## src/rtl/dmach_pkg.sv

```systemverilog
package dmach_pkg;
  typedef enum logic [2:0] {
    SEL_CTRL = 3'd0,
    SEL_SIZE = 3'd1,
    SEL_SRC  = 3'd2,
    SEL_SRCM = 3'd3,
    SEL_DST  = 3'd4,
    SEL_DSTM = 3'd5,
    SEL_IMSK = 3'd6
  } cfg_sel_e;

  localparam int CTRL_W = 6;
  localparam int B_EN   = 0;
  localparam int B_HS   = 1;
  localparam int B_DESC = 2;
  localparam int B_WB   = 3;
  localparam int B_STOP = 4;
  localparam int B_EIE  = 5;
  localparam int CHUNK_LSB = 16;
endpackage

```

## src/rtl/dmach_wrap_inc.sv

```systemverilog
module dmach_wrap_inc #(
  parameter int AW   = 32,
  parameter int STEP = 4
) (
  input  logic [AW-1:0] addr,
  input  logic [AW-1:0] mask,
  output logic [AW-1:0] nxt
);
  localparam logic [AW-1:0] STEP_V = AW'(STEP);
  logic [AW-1:0] sum;
  assign sum = addr + STEP_V;
  assign nxt = (addr & ~mask) | (sum & mask);
endmodule

```

## src/rtl/dmach_pace.sv

```systemverilog
module dmach_pace #(
  parameter int CK_W = 8
) (
  input  logic            clk,
  input  logic            rst_n,
  input  logic            clear,
  input  logic [CK_W-1:0] chunk,
  input  logic            beat,
  output logic            ack_o
);
  logic [CK_W-1:0] cnt_q;
  logic [CK_W-1:0] limit;
  logic [CK_W-1:0] base;
  logic [CK_W:0]   nxt;

  assign limit = (chunk == '0) ? CK_W'(1) : chunk;
  assign base  = clear ? '0 : cnt_q;
  assign nxt   = {1'b0, base} + 1'b1;

  always_ff @(posedge clk or negedge rst_n) begin
    if (!rst_n) begin
      cnt_q <= '0;
      ack_o <= 1'b0;
    end else begin
      ack_o <= 1'b0;
      if (beat) begin
        if (nxt >= {1'b0, limit}) begin
          cnt_q <= '0;
          ack_o <= 1'b1;
        end else begin
          cnt_q <= nxt[CK_W-1:0];
        end
      end else if (clear) begin
        cnt_q <= '0;
      end
    end
  end

  // an acknowledge always follows a completed beat
  p_ack_after_beat_r8: assert property (@(posedge clk) disable iff (!rst_n)
    ack_o |-> $past(beat));
endmodule

```

## src/rtl/dmach_engine.sv

```systemverilog
module dmach_engine
  import dmach_pkg::*;
#(
  parameter int AW    = 32,
  parameter int SZ_W  = 12,
  parameter int CK_W  = 8,
  parameter int NCH   = 4,
  parameter int CH_ID = 1
) (
  input  logic            clk,
  input  logic            rst_n,
  input  logic            cfg_we,
  input  logic [2:0]      cfg_sel,
  input  logic [31:0]     cfg_wdata,
  input  logic [AW-1:0]   desc_src_i,
  input  logic [AW-1:0]   desc_dst_i,
  input  logic [SZ_W-1:0] desc_total_i,
  input  logic [CK_W-1:0] desc_chunk_i,
  input  logic            hs_req_i,
  input  logic            hs_next_i,
  output logic            hs_ack_o,
  output logic            mrd_valid_o,
  input  logic            mrd_ready_i,
  output logic [AW-1:0]   mrd_addr_o,
  input  logic [31:0]     mrd_data_i,
  output logic            mwr_valid_o,
  input  logic            mwr_ready_i,
  output logic [AW-1:0]   mwr_addr_o,
  output logic [31:0]     mwr_data_o,
  output logic            enable_o,
  output logic            busy_o,
  output logic            done_o,
  output logic            err_o,
  output logic            err_irq_o,
  output logic [NCH-1:0]  irq_src_o,
  output logic [SZ_W-1:0] tot_sz_o
);
  localparam logic [AW-1:0]  MASK_RST = {{(AW-2){1'b1}}, 2'b00};
  localparam logic [NCH-1:0] CH_BIT   = {{(NCH-1){1'b0}}, 1'b1} << CH_ID;

  logic [CTRL_W-1:0] ctrl_q;
  logic [SZ_W-1:0]   tot_q, wtot_q;
  logic [CK_W-1:0]   chk_q, wchk_q;
  logic [AW-1:0]     srcr_q, srcm_q, dstr_q, dstm_q, src_q, dst_q;
  logic [NCH-1:0]    imsk_q, isrc_q;
  logic              busy_q, done_q, err_q, ierr_q;
  logic [SZ_W:0]     cnt_q;

  logic            en, hs, dsc, run, stop_now, go, first, nd_on, skip;
  logic            mvalid, beat, fin_nd, fin_full, finish;
  logic [AW-1:0]   ld_src, ld_dst, cur_src, cur_dst, src_nxt, dst_nxt;
  logic [SZ_W-1:0] ld_tot, cur_tot, remain;
  logic [CK_W-1:0] ld_chk, cur_chk;
  logic [SZ_W:0]   cnt_nx, tot_ext;

  assign en  = ctrl_q[B_EN];
  assign hs  = ctrl_q[B_HS];
  assign dsc = ctrl_q[B_DESC];

  assign run      = en && !cfg_we;
  assign stop_now = run && ctrl_q[B_STOP];
  assign go       = run && !ctrl_q[B_STOP] && (!hs || hs_req_i);
  assign first    = go && !busy_q;
  assign nd_on    = hs && dsc && hs_next_i;
  assign skip     = first && nd_on;

  assign ld_src = dsc ? desc_src_i   : srcr_q;
  assign ld_dst = dsc ? desc_dst_i   : dstr_q;
  assign ld_tot = dsc ? desc_total_i : tot_q;
  assign ld_chk = dsc ? desc_chunk_i : chk_q;

  assign cur_src = busy_q ? src_q  : ld_src;
  assign cur_dst = busy_q ? dst_q  : ld_dst;
  assign cur_tot = busy_q ? wtot_q : ld_tot;
  assign cur_chk = busy_q ? wchk_q : ld_chk;

  assign mvalid   = go && !skip;
  assign beat     = mvalid && mrd_ready_i && mwr_ready_i;
  assign cnt_nx   = (busy_q ? cnt_q : '0) + 1'b1;
  assign tot_ext  = {1'b0, cur_tot};
  assign fin_nd   = beat && nd_on;
  assign fin_full = beat && (cnt_nx >= tot_ext);
  assign finish   = skip || fin_nd || fin_full;
  assign remain   = skip ? cur_tot :
                    (tot_ext > cnt_nx) ? SZ_W'(tot_ext - cnt_nx) : '0;

  dmach_wrap_inc #(.AW(AW), .STEP(4)) u_src_inc (
    .addr(cur_src), .mask(srcm_q), .nxt(src_nxt));
  dmach_wrap_inc #(.AW(AW), .STEP(4)) u_dst_inc (
    .addr(cur_dst), .mask(dstm_q), .nxt(dst_nxt));

  dmach_pace #(.CK_W(CK_W)) u_pace (
    .clk(clk), .rst_n(rst_n), .clear(first), .chunk(cur_chk),
    .beat(beat), .ack_o(hs_ack_o));

  always_ff @(posedge clk or negedge rst_n) begin
    if (!rst_n) begin
      ctrl_q <= '0;  tot_q  <= '0;  chk_q  <= '0;
      srcr_q <= '0;  dstr_q <= '0;  srcm_q <= MASK_RST; dstm_q <= MASK_RST;
      imsk_q <= '0;  isrc_q <= '0;
      busy_q <= 1'b0; done_q <= 1'b0; err_q <= 1'b0; ierr_q <= 1'b0;
      src_q  <= '0;  dst_q  <= '0;  wtot_q <= '0;  wchk_q <= '0; cnt_q <= '0;
    end else if (cfg_we) begin
      case (cfg_sel)
        SEL_CTRL: begin
          ctrl_q <= cfg_wdata[CTRL_W-1:0];
          if (!cfg_wdata[B_EN]) busy_q <= 1'b0;
        end
        SEL_SIZE: begin
          tot_q <= cfg_wdata[SZ_W-1:0];
          chk_q <= cfg_wdata[CHUNK_LSB +: CK_W];
        end
        SEL_SRC:  srcr_q <= cfg_wdata[AW-1:0];
        SEL_SRCM: srcm_q <= cfg_wdata[AW-1:0];
        SEL_DST:  dstr_q <= cfg_wdata[AW-1:0];
        SEL_DSTM: dstm_q <= cfg_wdata[AW-1:0];
        SEL_IMSK: imsk_q <= cfg_wdata[NCH-1:0];
        default: ;
      endcase
    end else if (stop_now) begin
      ctrl_q[B_EN] <= 1'b0;
      busy_q <= 1'b0;
      err_q  <= 1'b1;
      if (ctrl_q[B_EIE] && (imsk_q & CH_BIT) != '0) begin
        ierr_q <= 1'b1;
        isrc_q <= CH_BIT;
      end
    end else begin
      if (first) begin
        done_q <= 1'b0; err_q <= 1'b0; ierr_q <= 1'b0; isrc_q <= '0;
        busy_q <= 1'b1;
        src_q  <= ld_src; dst_q <= ld_dst;
        wtot_q <= ld_tot; wchk_q <= ld_chk; cnt_q <= '0;
      end
      if (beat) begin
        src_q <= src_nxt;
        dst_q <= dst_nxt;
        cnt_q <= cnt_nx;
      end
      if (finish) begin
        ctrl_q[B_EN] <= 1'b0;
        busy_q <= 1'b0;
        done_q <= 1'b1;
        if (ctrl_q[B_WB] && dsc) tot_q <= remain;
      end
    end
  end

  assign mrd_valid_o = mvalid;
  assign mwr_valid_o = mvalid;
  assign mrd_addr_o  = cur_src;
  assign mwr_addr_o  = cur_dst;
  assign mwr_data_o  = mrd_data_i;
  assign enable_o    = en;
  assign busy_o      = busy_q;
  assign done_o      = done_q;
  assign err_o       = err_q;
  assign err_irq_o   = ierr_q;
  assign irq_src_o   = isrc_q;
  assign tot_sz_o    = tot_q;

  // busy never outlives the enable bit
  p_busy_needs_en_r3: assert property (@(posedge clk) disable iff (!rst_n)
    busy_q |-> en);
  // handshake mode moves nothing without a request
  p_req_gates_beat_r7: assert property (@(posedge clk) disable iff (!rst_n)
    (mrd_valid_o && hs) |-> hs_req_i);
  // a newly set error leaves the channel disabled and idle
  p_err_idles_r10: assert property (@(posedge clk) disable iff (!rst_n)
    $rose(err_q) |-> (!en && !busy_q));
  // the interrupt needs both the enable bit and the mask bit
  p_irq_gated_r10: assert property (@(posedge clk) disable iff (!rst_n)
    $rose(ierr_q) |-> $past(ctrl_q[B_EIE] && ((imsk_q & CH_BIT) != '0)));
  // a held beat keeps its read address
  p_hold_addr_r13: assert property (@(posedge clk) disable iff (!rst_n)
    (mrd_valid_o && !(mrd_ready_i && mwr_ready_i)) |=>
      (!mrd_valid_o || $stable(mrd_addr_o)));
endmodule

```

## config.mk

```make
export PLATFORM = sky130hd
export DESIGN_NAME = dmach_engine
export DESIGN_NICKNAME = d
export VERILOG_FILES = /design/src/rtl/dmach_pkg.sv /design/src/rtl/dmach_wrap_inc.sv /design/src/rtl/dmach_pace.sv /design/src/rtl/dmach_engine.sv
export SDC_FILE = /design/constraint.sdc
export NUM_CORES = 1
export LEC_CHECK = 0
export ABC_CLOCK_PERIOD_IN_PS = 9870
export BUFFER_PORTS_ARGS = -buffer_cell sky130_fd_sc_hd__buf_4
export CAP_MARGIN = 20
export CORE_UTILIZATION = 45
export CTS_BUF_LIST = sky130_fd_sc_hd__clkbuf_8
export CTS_CLUSTER_SIZE = 14
export DETAILED_ROUTE_END_ITERATION = 12
export HOLD_SLACK_MARGIN = 0.08
export PLACE_DENSITY = 0.66
export SLEW_MARGIN = 20
export SYNTH_ARGS = -nofsm -noshare
export SYNTH_HDL_FRONTEND = slang
export SYNTH_SLANG_ARGS = --single-unit
```

## constraint.sdc

```tcl
create_clock -name clk -period 9.87 [get_ports clk]
set_input_delay 0.987 -clock clk [delete_from_list [all_inputs] [get_ports clk]]
set_output_delay 0.987 -clock clk [all_outputs]
set_load 0.01 [all_outputs]
```

==> results of run 1 <==
[path summary, 6_finish.rpt]
kind                                 from  slack (ps)          end  cells after the start
worst min register to register  wchk_q[3]         480    wchk_q[3]                      2
worst max register to register     busy_o        5040  tot_sz_o[3]                     13
min in group clk                wchk_q[3]         480    wchk_q[3]                      2
worst max-delay path               busy_o        5040  tot_sz_o[3]                     13
max in group asynchronous           rst_n        7840   dstr_q[13]                      2
worst min-delay path                rst_n         450   dstr_q[25]                      1
[worst max-delay path: stages (launching register included)]
cell,delay (ps)
dfrtp_4,630
inv_6,480
buf_4,680
mux2i_1,380
inv_1,100
ha_1,300
nor2b_1,180
o31a_1,190
o31a_1,160
nor2_1,80
a2111oi_2,810
o21ai_1,160
buf_4,240
mux2_2,290
[final cells by class]
cell class / count / area (um^2)
repair buffers: 230 / 1747
multi-input cells: 1136 / 8393
inverters: 38 / 147.6
clock inverters: 25 / 107.6
flip-flops and latches: 261 / 6614
fillers: 3136 / 16140
well taps: 455 / 569.3
clock buffers: 60 / 825.8
[placed cells by master (no fill, tap or decap), drive strengths merged, types with 20 or more instances in the layout]
master and n:
o21ai 65, mux2 224, nor2 127, xnor2 40, nand2 149, nand4 34
a21oi 69, nand3 49, mux2i 78, ha 24, buf 230, xor2 35
dfrtp 201, inv 54, dfstp 60, clkbuf 60, nor2b 20, nor3 27
[per-layer routing]
layer	share of wire (%)	vias up	global-route usage, %
met3	6.1	102	4.021
met4	3.2	0	9.212
li1	-	5855	-
met2	47	455	41.81
met1	44	6240	35.00
met5	0	-	0
[through the flow]
step | setup WS (ps) | area (um^2) | utilization, % | instances | total power, uW
6_report | 5036 | 18400 | 53.28 | 2205 | 4931
4_1_cts | 5059 | 18380 | 53.22 | 2204 | 4945
5_1_grt | 4663 | 18400 | 53.28 | 2205 | 5251
2_1_floorplan | 4638 | 15840 | - | 1560 | 3195
3_3_place_gp | 4716 | 17450 | 50.52 | 2119 | 3865
3_5_place_dp | 4661 | 17450 | 50.52 | 2119 | 3916
[power by group through the flow]
stage               combinational (uW)  clock (uW)  sequential [uW]
global route                      2480        1080             1690
floorplan                         1620           0             1580
global placement                  2220           0             1640
CTS                               2270        1030             1640
detailed placement                2260           0             1660
finish                            2270        1010             1650
[flip-flops by register name, summed over array words and instances, names as in the netlist, 6 cells and up]
| name | cells |
|---|---|
| chk_q | 8 |
| cnt_q | 13 |
| ctrl_q | 6 |
| dst_q | 32 |
| dstm_q | 30 |
| dstr_q | 32 |
| src_q | 32 |
| srcm_q | 30 |
| srcr_q | 32 |
| tot_sz_o | 12 |
| u_pace.cnt_q | 8 |
| wchk_q | 8 |
| wtot_q | 12 |
[cell families (layout without fill, tap and decap cells)]
logic type / Yosys count / count (layout) / share of synthesized area [%]
AND/OR/NAND/NOR: 489 / 489 / 15.70
multiplexers: 302 / 302 / 20.91
adder cells (fa/ha/maj): 25 / 25 / 2.023
AO/OA/AOI/OAI: 242 / 242 / 9.947
flip-flops: 261 / 261 / 41.72
buffers and inverters: 163 / 353 / 5.538
XOR/XNOR: 75 / 75 / 4.148
other: 1 / 3 / 0.02368
==> impl_results.md, run 1 <==
- Drt pass-1 iters: 6
- Synth Area per Inst: between 10 and 15 um^2
- Headroom to the max-slew limit: between 30% and 40%
- Outcome: completed
- First-pass GRT wire length: slightly above 70000 um
- Combinational power share: between 40% and 50%
- Synth cell count leaders: 222 x mux2_2, 201 x dfrtp_1, 149 x nand2_1, 126 x nor2_1, 77 x mux2i_1
- Startpoint Class: flip-flop
- Crit Path Category: flip-flop to flip-flop
- Max FO, Critical Path: between 40 and 50
- Post CTS Setup Buffer Count: 0
- Hold_buf cts: 0
- Die height: between 150 and 200 um
- Layout cell share with drive strength beyond 1: about 36%
- CTS buffer count: 47
- Clock skew: 23.06 ps
- Antenna Nets Post-Route: 0
- Die Wd: between 150 and 200 um
- Post-DP HPWL: roughly 32000 um
- # nets final: ~1900
- Routed via count: around 13000
- Pin count of the biggest net entering global routing: about 110
- Worst min path class: input pin to asynchronous set/reset pin
- Period utilisation layout: between 40% and 50%
- Top-count cell post-synth: mux2_2
- Clk Latency, worst-skew pair: around 570 ps
- Clock power share: between 20 and 25%
- Peak supply drop: roughly 0.16 mV
- Port-buffer cells: 210
- Worst Tran Pin Value: between 900 and 1000 ps
- Achievable Freq: around 0.21 GHz
- Critical Path RT: a little over 10000 ps
- Final Hold Fails: 0
- Leakage: roughly 0.0081 uW
- Synth top area cells: dfrtp_1 32%, mux2_2 16%, dfstp_2 10%
- P per Cell Area: roughly 270 mW/mm^2
- Synthesized flop and latch total: roughly 260
- Initial antenna violation count: 0
- Synth Instances: roughly 1600
- Max-cap violations: 0
- Switching Share: between 30% and 40%
- CTS H-tree lvls: 2
- Sequential fraction of the synthesis area: a little over two fifths
- IO Pins: 278
- Remaining Overflow, GRT: 0
- Synth area leader: dfrtp_1
- Vias in the first global route: 12590
- Post-synth EDFFs: 0
- Internal power: about 3000 uW
- Initial core utilization: between 40% and 50%
- Primary FF master, synth: dfrtp_1
- Total clock sinks: between 200 and 300
- Library cells used by synthesis: 87
- RSZ-0062 raised after global routing: no
- Hold Worst Slack: approximately 450 ps
- Root buffer cell: clkbuf_8
- Max Slew Vio Count: 0
- Setup TNS: 0 ps
- DRT Wirelength: roughly 46000 um
- Core ar.: 0.03454 mm^2
- Starting DRT DRC Count: about 770
- CP endpoint kind: flip-flop
- Reg power frac: 33.4%
- Gr usage total: between 20% and 30%
- Die area: about 0.036 mm^2
- Tmin final: 4834 ps
- Synth top area share: 31.76%
- DR WL/cell: approximately 21 um
- P_sw: between 1500 and 2000 uW
- Clk slew on worst S/H paths: approximately 60 ps
- FP Rows: a little under 70
- Via density: between 5 and 6
- Critical path arrival: approximately 5300 ps
- Max Buffers Root-to-Sink: 3
- RD Place Congestion: approximately 0.86
- Ant diodes: 0
- FFs w/ async S/R, synth: 100.0%
- CTS tree: built
- Post-CTS Resized: 0
- Synthesized area: between 0.015 and 0.02 mm^2
- DRC Markers: 0
- Syn-to-layout area delta: 16.21%
- Synthesis Warnings: 0
- Final setup violating endpoints: 0
Note: power is estimated with default switching activity, not from simulation.
==> run 2, diff against run 1 <==
Settings changed: ABC_CLOCK_PERIOD_IN_PS 9870 to 5000.
Clock period 9.87 ns to 5 ns, I/O delays scaled along.
==> impl_results.md, run 2 (synthesis results as in run 1) <==
- Outcome: completed
- Most frequent cells in the layout: 231 x buf_4, 222 x mux2_2, 199 x dfrtp_1, 148 x nand2_1, 124 x nor2_1
- DRT Wirelength: 46600 um (+0.65%)
- Gr usage total: 25.94% (+0.11 points)
- Worst R2R Path Depth: 14 (+1)
- DR WL/cell: 21.07 um (+0.33%)
- Die height: 189.6 um (unchanged)
- Top Metal Used: met4
- Placed Cells: 2124 (+0.24%)
- Initial core utilization: 45.85% (unchanged)
- CP endpoint kind: output port
- Starting DRT DRC Count: 811 (+4.9%)
- Max Slew Vio Count: 0 (unchanged)
- CP cell instances: inv_6 -> nand2_1 -> buf_4 -> nor2_1 -> nor2_1 -> buf_4
- IO Pins: 278 (unchanged)
- CTS buffer count: 47 (unchanged)
- Vias in the first global route: 12880 (+2.3%)
- Final setup violating endpoints: 0 (unchanged)
- Setup TNS: 0 ps (unchanged)
- RD Place Congestion: 0.8814 (+2.9%)
- Commonest non-fill, non-tap cell in the layout: buf_4
- Clk Latency, worst-skew pair: 580 ps (about the same)
- Critical path arrival: 3940 ps (-1340 ps)
- First-pass GRT wire length: 72540 um (+0.68%)
- Peak supply drop: 0.2776 mV (+79%)
- Initial antenna violation count: 0 (unchanged)
- HP Start: cfg_wdata[13]
- Port-buffer cells: 210 (unchanged)
- Hold Worst Slack: 200.9 ps (-253.8 ps)
- Max-cap violations: 0 (unchanged)
- Die area: 0.03595 mm^2 (unchanged)
- Post-CTS Resized: 0 (unchanged)
- Met2 wire length: 21980 um (+1.8%)
- Via density: 5.756 (+0.32%)
- Drt pass-1 iters: 9 (+3)
- Setup crit end: mrd_valid_o
- Worst min path class: input pin to flip-flop
- Max Buffers Root-to-Sink: 3 (unchanged)
- Pin count of the biggest net entering global routing: 123 (+13%)
- Tmin final: between 4000 and 5000 ps
- Non-filler instance count after layout: 2212 (+0.32%)
- Root buffer cell: clkbuf_8
- FP Rows: 68 (unchanged)
- Hold depth: 2
- Total clock sinks: 261 (unchanged)
- Largest stage delay, worst path: 750 ps (-60 ps)
- Clk slew on worst S/H paths: 60 ps (about the same)
- Clock skew: 29.43 ps (+6.372 ps)
- R2R setup slack: 720 ps (-4320 ps)
- Slowest-stage cell, CP: nor2_1
- Crit Path Category: flip-flop to output port
- Remaining Overflow, GRT: 0 (unchanged)
- Die Wd: 189.6 um (unchanged)
- Critical Path RT: 4500 ps (-5820 ps)
- Layout cell share with drive strength beyond 1: 35.97% (-0.087 points)
- Reg-to-Reg End: busy_o
- Critical path startpoint: busy_o
- Startpoint Class: flip-flop
- # nets final: 1902 (+0.26%)
- Achievable Freq: 0.2253 GHz
- Ant diodes: 0 (unchanged)
- Antenna Nets Post-Route: 0 (unchanged)
- P per Cell Area: 527.5 mW/mm^2 (+97%)
- CTS H-tree lvls: 2 (unchanged)
- CTS tree: built
- Worst Tran Pin Value: 1005 ps (+9.306 ps)
- Post-Route M1 WL: 20440 um (+0.36%)
- Core ar.: 0.03454 mm^2 (unchanged)
- RSZ-0062 raised after global routing: no
- Final Hold Fails: 0 (unchanged)
- Headroom to the max-slew limit: 33.02% (-0.33 points)
- Post-DP HPWL: 32250 um (+1.8%)
- DRC Markers: 0 (unchanged)
- Reg2reg start: busy_o
- Leakage: 0.008143 uW (+0.66%)
- Period utilisation layout: 88.76%
- Routed via count: 12733 (+0.64%)
- Max FO, Critical Path: 63 (+29%)
- Met3 Wirelength: 2773 um (-2.4%)
- Syn-to-layout area delta: 16.73%
## run 2: changes by cell type in the layout (fill, tap and decap cells not counted), sizes merged
cell	previous run	this run
buf	230	234
clkbuf	60	61
clkinv	8	5
clkinvlp	1	0
dlygate4sd3	0	1
inv	54	59
## run 2: area by class of cell
| class | count | area, um^2 |
|---|---|---|
| Multi-Input combinational cell | 1136 | 8412 |
| Timing Repair Buffer | 235 | 1799 |
| Inverter | 38 | 147.6 |
| Clock inverter | 26 | 103.9 |
| Fill cell | 3151 | 16060 |
| Clock buffer | 61 | 839.6 |
| Tap cell | 455 | 569.3 |
| Sequential cell | 261 | 6614 |
## run 2: how the worst min path moves through the flow
| stage | slack (ps) | endpoint |
|---|---|---|
| finish | 200 | dstm_q[13] |
| global route | 190 | dstm_q[13] |
| CTS | 170 | dstm_q[31] |
| detailed placement | 460 | wchk_q[4] |
| global placement | 450 | src_q[1] |
| floorplan | 200 | busy_o |
## run 2: stage by stage
stage	total power (uW)	area, um^2	utilization [%]	worst slack, ps
final	9751	18490	53.51	561.8
after global routing	10370	18490	53.51	279.3
after CTS	9790	18480	53.50	602.7
after detailed placement	7737	17530	50.74	779.2
after global placement	7621	17530	50.74	766.9
after floorplan	6321	15860	-	30.37
## run 2: critical path: cells and delay by family, from the launching register on
kind | cells | cell delay [ps]
buffers and inverters | 3 | 1220
DFF | 1 | 580
and+or+nand+nor | 3 | 1540
## run 2: routing by layer
metal  vias up  GRT usage [%]
met5         -              0
met4         0          9.212
met3        96          4.132
met2       459          42.98
met1      6316          34.28
li1       5862              -
## run 2: power by group
| group | switching [uW] | internal, uW | leakage [uW] |
|---|---|---|---|
| sequential | 433 | 2800 | 0.00313 |
| clock | 919 | 1090 | 0.000570 |
| combinational | 2480 | 2030 | 0.00445 |
## run 2: repair_timing
item                      4_1_cts  5_1_grt
hold endpoints to repair        2        0
buffers inserted                0        0
hold buffers                    1        0
